File: src/rtl/cmdresp_pkg.sv
package cmdresp_pkg;

  typedef enum logic [1:0] {
    ST_IDLE = 2'd0,
    ST_RECV = 2'd1,
    ST_EXEC = 2'd2,
    ST_RESP = 2'd3
  } seq_state_t;

  // Register window offsets
  localparam int OFS_ACCESS = 'h000;
  localparam int OFS_STATUS = 'h018;
  localparam int OFS_BC_LO  = 'h019;
  localparam int OFS_BC_HI  = 'h01A;
  localparam int OFS_DATA   = 'h024;
  localparam int OFS_ID     = 'hF00;
  localparam int OFS_REV    = 'hF04;

  // Access register bits
  localparam int ACC_REQ    = 1;
  localparam int ACC_ACT    = 5;

  // Status register bits
  localparam int STS_READY  = 6;
  localparam int STS_GO     = 5;
  localparam int STS_RETRY  = 1;

  // Framing
  localparam int HDR_LEN    = 10;
  localparam int LEN_KNOWN  = 6;

endpackage

File: src/rtl/cr_locality.sv
module cr_locality (
  input  logic clk,
  input  logic rst_n,
  input  logic wr_acc,
  input  logic req_bit,
  input  logic rel_bit,
  output logic active
);
  logic act_q, act_d, act_en;

  always_comb begin
    act_d  = act_q;
    act_en = wr_acc;
    if (rel_bit)      act_d = 1'b0;
    else if (req_bit) act_d = 1'b1;
  end

  always_ff @(posedge clk or negedge rst_n) begin
    if (!rst_n)      act_q <= 1'b0;
    else if (act_en) act_q <= act_d;
  end

  assign active = act_q;
endmodule

File: src/rtl/cr_cmd_store.sv
module cr_cmd_store import cmdresp_pkg::*; #(
  parameter int BUF_DEPTH = 64,
  localparam int CW = $clog2(BUF_DEPTH + 1),
  localparam int AW = $clog2(BUF_DEPTH)
) (
  input  logic          clk,
  input  logic          rst_n,
  input  logic          clear,
  input  logic          wr_byte,
  input  logic [7:0]    wdata,
  input  logic [AW-1:0] rd_idx,
  output logic [7:0]    rd_byte,
  output logic [CW-1:0] count,
  output logic          need_more
);
  logic [7:0]    mem [BUF_DEPTH];
  logic [CW-1:0] cnt_q, cnt_d;
  logic [31:0]   len_q, len_d;
  logic [CW-1:0] len_eff;
  logic          accept, cnt_en, len_en;

  always_comb begin
    len_eff = (len_q > 32'(BUF_DEPTH)) ? CW'(BUF_DEPTH) : len_q[CW-1:0];
    need_more = (cnt_q < CW'(LEN_KNOWN)) || (cnt_q < len_eff);
    accept = wr_byte && need_more;
  end

  always_comb begin
    cnt_d  = cnt_q;
    len_d  = len_q;
    cnt_en = clear || accept;
    len_en = clear || (accept && cnt_q >= CW'(2) && cnt_q < CW'(LEN_KNOWN));
    if (clear) begin
      cnt_d = '0;
      len_d = '0;
    end else begin
      cnt_d = cnt_q + 1'b1;
      len_d = {len_q[23:0], wdata};
    end
  end

  always_ff @(posedge clk or negedge rst_n) begin
    if (!rst_n) begin
      cnt_q <= '0;
      len_q <= '0;
    end else begin
      if (cnt_en) cnt_q <= cnt_d;
      if (len_en) len_q <= len_d;
    end
  end

  always_ff @(posedge clk) begin
    if (accept && !clear) mem[cnt_q[AW-1:0]] <= wdata;
  end

  assign rd_byte = mem[rd_idx];
  assign count   = cnt_q;
endmodule

File: src/rtl/cr_sequencer.sv
module cr_sequencer import cmdresp_pkg::*; #(
  parameter int BUF_DEPTH  = 64,
  parameter int RESP_DELAY = 8,
  localparam int CW = $clog2(BUF_DEPTH + 1),
  localparam int DW = $clog2(RESP_DELAY + 1)
) (
  input  logic          clk,
  input  logic          rst_n,
  input  logic          abort,
  input  logic          go,
  input  logic          retry,
  input  logic          data_wr,
  input  logic          data_rd,
  input  logic          need_more,
  input  logic [CW-1:0] cmd_count,
  output seq_state_t    state,
  output logic [CW-1:0] rd_ptr,
  output logic [CW-1:0] resp_len,
  output logic [15:0]   burst
);
  seq_state_t    st_q, st_d;
  logic [CW-1:0] ptr_q, ptr_d, len_q, len_d;
  logic [DW-1:0] dly_q, dly_d;
  logic          exec_done, ptr_en, len_en, dly_en;

  assign exec_done = (st_q == ST_EXEC) && (dly_q == DW'(RESP_DELAY - 1));

  always_comb begin
    st_d  = st_q;
    ptr_d = ptr_q;
    dly_d = dly_q;
    len_d = (cmd_count < CW'(HDR_LEN)) ? CW'(HDR_LEN) : cmd_count;
    if (abort) begin
      st_d  = ST_IDLE;
      ptr_d = '0;
      dly_d = '0;
    end else begin
      case (st_q)
        ST_IDLE: if (data_wr) st_d = ST_RECV;
        ST_RECV: if (go && !need_more) begin
                   st_d  = ST_EXEC;
                   dly_d = '0;
                 end
        ST_EXEC: if (exec_done) begin
                   st_d  = ST_RESP;
                   ptr_d = '0;
                 end else begin
                   dly_d = dly_q + 1'b1;
                 end
        ST_RESP: if (retry) ptr_d = '0;
                 else if (data_rd && ptr_q < len_q) ptr_d = ptr_q + 1'b1;
        default: st_d = ST_IDLE;
      endcase
    end
  end

  assign ptr_en = abort || exec_done || (st_q == ST_RESP);
  assign len_en = exec_done && !abort;
  assign dly_en = abort || (st_q == ST_RECV) || (st_q == ST_EXEC);

  always_ff @(posedge clk or negedge rst_n) begin
    if (!rst_n) begin
      st_q  <= ST_IDLE;
      ptr_q <= '0;
      len_q <= '0;
      dly_q <= '0;
    end else begin
      st_q <= st_d;
      if (ptr_en) ptr_q <= ptr_d;
      if (len_en) len_q <= len_d;
      if (dly_en) dly_q <= dly_d;
    end
  end

  always_comb begin
    case (st_q)
      ST_EXEC: burst = '0;
      ST_RESP: burst = 16'(len_q - ptr_q);
      default: burst = 16'(BUF_DEPTH) - 16'(cmd_count);
    endcase
  end

  assign state    = st_q;
  assign rd_ptr   = ptr_q;
  assign resp_len = len_q;
endmodule

File: src/rtl/cmdresp_window.sv
module cmdresp_window import cmdresp_pkg::*; #(
  parameter int          ADDR_W     = 12,
  parameter int          BUF_DEPTH  = 64,
  parameter int          RESP_DELAY = 8,
  parameter logic [31:0] DEV_ID     = 32'h5A3C_0001,
  parameter logic [7:0]  REV_ID     = 8'h02
) (
  input  logic              clk,
  input  logic              rst_n,
  input  logic              wr_en,
  input  logic              rd_en,
  input  logic [ADDR_W-1:0] addr,
  input  logic [7:0]        wdata,
  output logic [7:0]        rdata
);
  localparam int CW = $clog2(BUF_DEPTH + 1);
  localparam int AW = $clog2(BUF_DEPTH);

  // Reset: asserted asynchronously, released on the clock
  logic [1:0] rst_pipe;
  logic       rst_q;
  always_ff @(posedge clk or negedge rst_n) begin
    if (!rst_n) rst_pipe <= 2'b00;
    else        rst_pipe <= {rst_pipe[0], 1'b1};
  end
  assign rst_q = rst_pipe[1];

  // Decode
  logic hit_acc, hit_sts, hit_data;
  assign hit_acc  = (addr == ADDR_W'(OFS_ACCESS));
  assign hit_sts  = (addr == ADDR_W'(OFS_STATUS));
  assign hit_data = (addr == ADDR_W'(OFS_DATA));

  logic          loc_active, need_more, abort, go, retry, data_wr, data_rd;
  logic          store_wr;
  logic [7:0]    cmd_byte, resp_byte, sts_byte;
  logic [CW-1:0] cmd_count, rd_ptr, resp_len;
  logic [15:0]   burst;
  seq_state_t    state;
  logic          avail, expect_more;

  assign abort   = wr_en && hit_sts && wdata[STS_READY];
  assign go      = wr_en && hit_sts && wdata[STS_GO]    && !wdata[STS_READY];
  assign retry   = wr_en && hit_sts && wdata[STS_RETRY] && !wdata[STS_READY];
  assign data_wr = wr_en && hit_data && loc_active;
  assign data_rd = rd_en && hit_data && loc_active;
  assign store_wr = data_wr && (state == ST_IDLE || state == ST_RECV);

  cr_locality u_locality (
    .clk     (clk),
    .rst_n   (rst_q),
    .wr_acc  (wr_en && hit_acc),
    .req_bit (wdata[ACC_REQ]),
    .rel_bit (wdata[ACC_ACT]),
    .active  (loc_active)
  );

  cr_cmd_store #(.BUF_DEPTH(BUF_DEPTH)) u_store (
    .clk       (clk),
    .rst_n     (rst_q),
    .clear     (abort),
    .wr_byte   (store_wr),
    .wdata     (wdata),
    .rd_idx    (rd_ptr[AW-1:0]),
    .rd_byte   (cmd_byte),
    .count     (cmd_count),
    .need_more (need_more)
  );

  cr_sequencer #(.BUF_DEPTH(BUF_DEPTH), .RESP_DELAY(RESP_DELAY)) u_seq (
    .clk       (clk),
    .rst_n     (rst_q),
    .abort     (abort),
    .go        (go),
    .retry     (retry),
    .data_wr   (data_wr),
    .data_rd   (data_rd),
    .need_more (need_more),
    .cmd_count (cmd_count),
    .state     (state),
    .rd_ptr    (rd_ptr),
    .resp_len  (resp_len),
    .burst     (burst)
  );

  // Response byte built from the command buffer and the header rule
  logic [31:0] rlen32;
  assign rlen32 = 32'(resp_len);
  always_comb begin
    case (int'(rd_ptr))
      0, 1:       resp_byte = cmd_byte;
      2:          resp_byte = rlen32[31:24];
      3:          resp_byte = rlen32[23:16];
      4:          resp_byte = rlen32[15:8];
      5:          resp_byte = rlen32[7:0];
      6, 7, 8, 9: resp_byte = 8'h00;
      default:    resp_byte = cmd_byte;
    endcase
  end

  assign avail       = (state == ST_RESP) && (rd_ptr < resp_len);
  assign expect_more = (state == ST_RECV) && need_more;
  assign sts_byte    = {state != ST_EXEC, state == ST_IDLE, 1'b0, avail, expect_more, 3'b000};

  always_comb begin
    case (addr)
      ADDR_W'(OFS_ACCESS): rdata = {1'b1, 1'b0, loc_active, 5'b00000};
      ADDR_W'(OFS_STATUS): rdata = sts_byte;
      ADDR_W'(OFS_BC_LO):  rdata = burst[7:0];
      ADDR_W'(OFS_BC_HI):  rdata = burst[15:8];
      ADDR_W'(OFS_DATA):   rdata = (loc_active && avail) ? resp_byte : 8'hFF;
      ADDR_W'(OFS_ID):     rdata = DEV_ID[7:0];
      ADDR_W'(OFS_ID + 1): rdata = DEV_ID[15:8];
      ADDR_W'(OFS_ID + 2): rdata = DEV_ID[23:16];
      ADDR_W'(OFS_ID + 3): rdata = DEV_ID[31:24];
      ADDR_W'(OFS_REV):    rdata = REV_ID;
      default:             rdata = 8'h00;
    endcase
  end
endmodule

File: config.mk
export PLATFORM = sky130hd
export DESIGN_NAME = cmdresp_window
export DESIGN_NICKNAME = d
export VERILOG_FILES = /design/src/rtl/cmdresp_pkg.sv /design/src/rtl/cr_locality.sv /design/src/rtl/cr_cmd_store.sv /design/src/rtl/cr_sequencer.sv /design/src/rtl/cmdresp_window.sv
export SDC_FILE = /design/constraint.sdc
export NUM_CORES = 1
export LEC_CHECK = 0
export BUFFER_PORTS_ARGS = -buffer_cell sky130_fd_sc_hd__buf_2
export CORE_ASPECT_RATIO = 0.9
export CORE_MARGIN = 2
export CORE_UTILIZATION = 57
export DETAILED_ROUTE_END_ITERATION = 10
export PLACE_DENSITY = 0.76
export SLEW_MARGIN = 20
export SYNTH_ARGS = -nofsm -noshare
export SYNTH_HDL_FRONTEND = slang
export SYNTH_SLANG_ARGS = --single-unit
File: constraint.sdc
create_clock -name clk -period 4.25 [get_ports clk]
set_clock_uncertainty 0.1 [all_clocks]
set_input_delay 1.0625 -clock clk [delete_from_list [all_inputs] [get_ports clk]]
set_output_delay 1.0625 -clock clk [all_outputs]
set_load 0.1 [all_outputs]
==> run summary <==
total number of vias: 15.4k
CP startpoint kind: flop
Total GRT Usage: 30.4%
drt pass-1 iters: 8
cell area after synthesis: 0.0243 mm2
Worst-path clk slew: 0.06 ns
Final nets: 1791
area of the core: 0.0419 mm2
CTS Sinks: 574
Layout area overhead: 22.2%
CP Capture Type: primary output
Sw Ratio: 24.3%
global-route wire length before repair: 97400 um
Die W: 222 um
DIE AREA: 0.0443 mm2
drt via density: 6.60
FF+latch count, synth: 574
Worst-Margin Slew: 0.901 ns
Rows: 71
CTS root buf: clkbuf_16
sw power: 2.93 mW
kind of critical path: flop to primary output
Primary FF master, synth: edfxtp_1
CTS H-tree lvls: 2
CTS tree: built
Peak Freq: 202 MHz
Post-DP Area: 0.0264 mm2
final core occ: 70.9%
post-route minimum period: 4.95 ns
initial antenna violation count: 1
Synth cell types: 84
Cell Pwr Density: 405 mW/mm2
grt ovf: 0
Final period util: 116%
post-route cell area: 0.0297 mm2
worst min-delay path category: input port to async pin
share of cells above drive strength 1: 33.8%
logic gate share of total power: 10.3%
max_slew headroom: 40.0%
pin count of the biggest net entering global routing: 67
Max stage delay on crit path: 0.53 ns
Crit-path slowest cell: or4_1
Post-Route WL: 67500 um
total CTS buffers: 54
Int Pwr: 9.10 mW
vias in the first global route: 15.0k
register area share after synthesis: 69.6%
WP data required: 3.09 ns
Initial DRC Count: 2142
cts hold-fix bufs: 0
max-slew violation count: 0
DRT antenna net count: 0
DR WL/cell: 29.0 um
cell count after synthesis: 1507
number of synthesized flops with an enable pin: 512
Setup WS post-layout: -0.699 ns
final-report setup violation count: 135
DP HPWL: 40000 um
Initial Util: 58.0%
Leak: 10.1 nW
Post-synth ARST share: 10.8%
unrepaired setup endpoints after global routing: yes
critical path peak fanout: 4
failing checks: DRC, setup timing
crit path DAT: 3.79 ns
clock group share of total power: 38.1%
DRC: 5
yosys warns: 0
Ant. Diodes: 0
placed insts: 2173
clock latency on the worst-skew pair: 0.60 ns
Die Y-Extent: 200 um
final hold vios: 0
outcome: complete, but fails checks
Placer Congestion: 0.970
Peak VDD IR: 0.000403 V
WHS: 0.135 ns
syn_nets: 1558
Ports: 32
Critical Path, Cell by Cell: or4_1 -> o31a_1 -> nor3_4 -> nand2_1 -> ha_1 -> and4_1 -> buf_4 -> o2111a_1 -> a21oi_2 -> a32o_1 -> nor3_2 -> o221ai_4 -> buf_12
Sequential Power Share: 51.6%
Synth Area per Inst: 16.1 um2
Post-Layout Cell Count: 2327
max-cap viol count: 0
clock tree buffer depth: 3
PortBufs: 31
[routing by layer]
layer | vias up | global-route usage (%) | part of all wire [%]
li1 | 6410 | - | -
met1 | 7882 | 42.6 | 39
met2 | 959 | 48.1 | 48
met3 | 114 | 7.45 | 11
met4 | 2 | 9.33 | 2.3
met5 | - | 0 | 0.024
[registers in the layout (all words and copies together) (netlist names)]
register / flops
u_locality.active: 1
u_seq.rd_ptr: 7
u_seq.state: 2
rst_pipe: 2
u_store.len_q: 32
u_seq.dly_q: 4
u_store.mem: 512
u_store.count: 7
u_seq.resp_len: 7
[critical path: cells and delay by family (launching register included)]
kind                     cells  cell delay, ns
buffers and inverters        2            0.30
AND/OR/NAND/NOR              5            1.20
adder cells (fa/ha/maj)      1            0.29
flip-flops                   1            0.39
AO/OA/AOI/OAI                5            1.01
[synth_stat cells (9+ instances only)]
cell      instances  area [um2]
nand3_1          54         270
o21ai_0          23         115
nand4_1          18         113
edfxtp_1        512       15400
inv_1            19        71.3
clkbuf_1         37         139
nor2b_1          19         119
a21oi_1          30         150
nand2_1         176         661
ha_1             26         325
nor2_1          103         387
buf_2            22         110
a31oi_1          12        75.1
nor4_1            9        56.3
mux4_2          117        2640
dfrtp_1          62        1550
buf_4             9        67.6
a211oi_1         16         120
a22oi_1          16         120
mux2i_1          29         290
buf_1             9        33.8
nor3_1           34         170
[power by group through the flow]
stage | clock (mW) | sequential (mW) | combinational, mW
floorplan | 0 | 6.32 | 0.578
global placement | 0 | 6.32 | 1.04
detailed placement | 0 | 6.32 | 1.06
CTS | 4.62 | 6.21 | 1.15
global route | 4.86 | 6.21 | 1.30
finish | 4.58 | 6.21 | 1.24
[logic make-up after synthesis]
family | share of synthesized area (%)
AND/OR/NAND/NOR | 9.17
multiplexers | 12.2
buffers and inverters | 2.22
flip-flops | 69.6
other | 0.0154
XOR/XNOR | 0.360
adder cells (fa/ha/maj) | 1.42
AO/OA/AOI/OAI | 5.03
[placed cells by master (no fill, tap or decap), types with 8 or more instances in the layout]
cell and n:
a211oi_1 13, nor4_1 8, a22oi_2 9, ha_1 22, nand4_1 18, o21ai_1 8, buf_6 55, a31oi_1 11
nor2_4 21, clkbuf_16 57, clkinv_1 11, dfrtp_1 59, edfxtp_1 512, clkbuf_1 13, inv_1 17, buf_12 26
clkinv_2 11, nor2_2 12, a21oi_1 22, nor2_1 70, nor2b_1 17, o21ai_0 14, nor3_1 27, buf_2 20
nand2_2 10, buf_4 151, nand3_1 53, mux2i_1 27, nand2_1 164, a21oi_2 8, mux4_2 117
[worst paths after layout]
check	cells after the start	slack, ns	endpoint	startpoint
worst max-delay path	13	-0.70	rdata[3]	u_store.len_q[5]$_DFFE_PN0P_
worst min-delay path	1	0.13	rst_pipe[0]$_DFF_PN0_	rst_n
worst max register to register	16	-0.12	u_store.mem[1][2]$_DFFE_PP_	u_store.len_q[5]$_DFFE_PN0P_
worst min register to register	0	0.21	u_store.len_q[1]$_DFFE_PN0P_	rst_pipe[1]$_DFF_PN0_
max in group asynchronous	1	2.94	u_seq.dly_q[2]$_DFFE_PN0P_	rst_pipe[1]$_DFF_PN0_
min in group clk	0	0.26	rst_pipe[1]$_DFF_PN0_	rst_pipe[0]$_DFF_PN0_
[cell type report]
class                      instances  area, um2
clock inverter                    27        221
sequential                       574      16900
inverter                          21       83.8
clock buffer                      69       1440
tap                              547        684
fill                            2604      12200
timing repair buffer             264       2690
multi-input combinational        825       7660
[metrics by stage]
step / power, mW / setup WS (ns) / TNS [ns]
finish: 12.0 / -0.699 / -12.15
global route: 12.4 / -0.887 / -51.23
CTS: 12.0 / -0.716 / -2.68
detailed placement: 7.38 / -0.139 / -0.172
global placement: 7.36 / -0.0483 / -0.0483
floorplan: 6.90 / -0.352 / -0.576
[what timing repair did]
| item | 4_1_cts | 5_1_grt |
|---|---|---|
| setup endpoints to repair | 8 | 471 |
| gates cloned | 6 | 1 |
| resized for setup | 80 | 158 |
| pin swaps | 20 | 30 |
| setup buffers | 26 | 27 |
No activity file was read; power rests on OpenSTA's default activity.
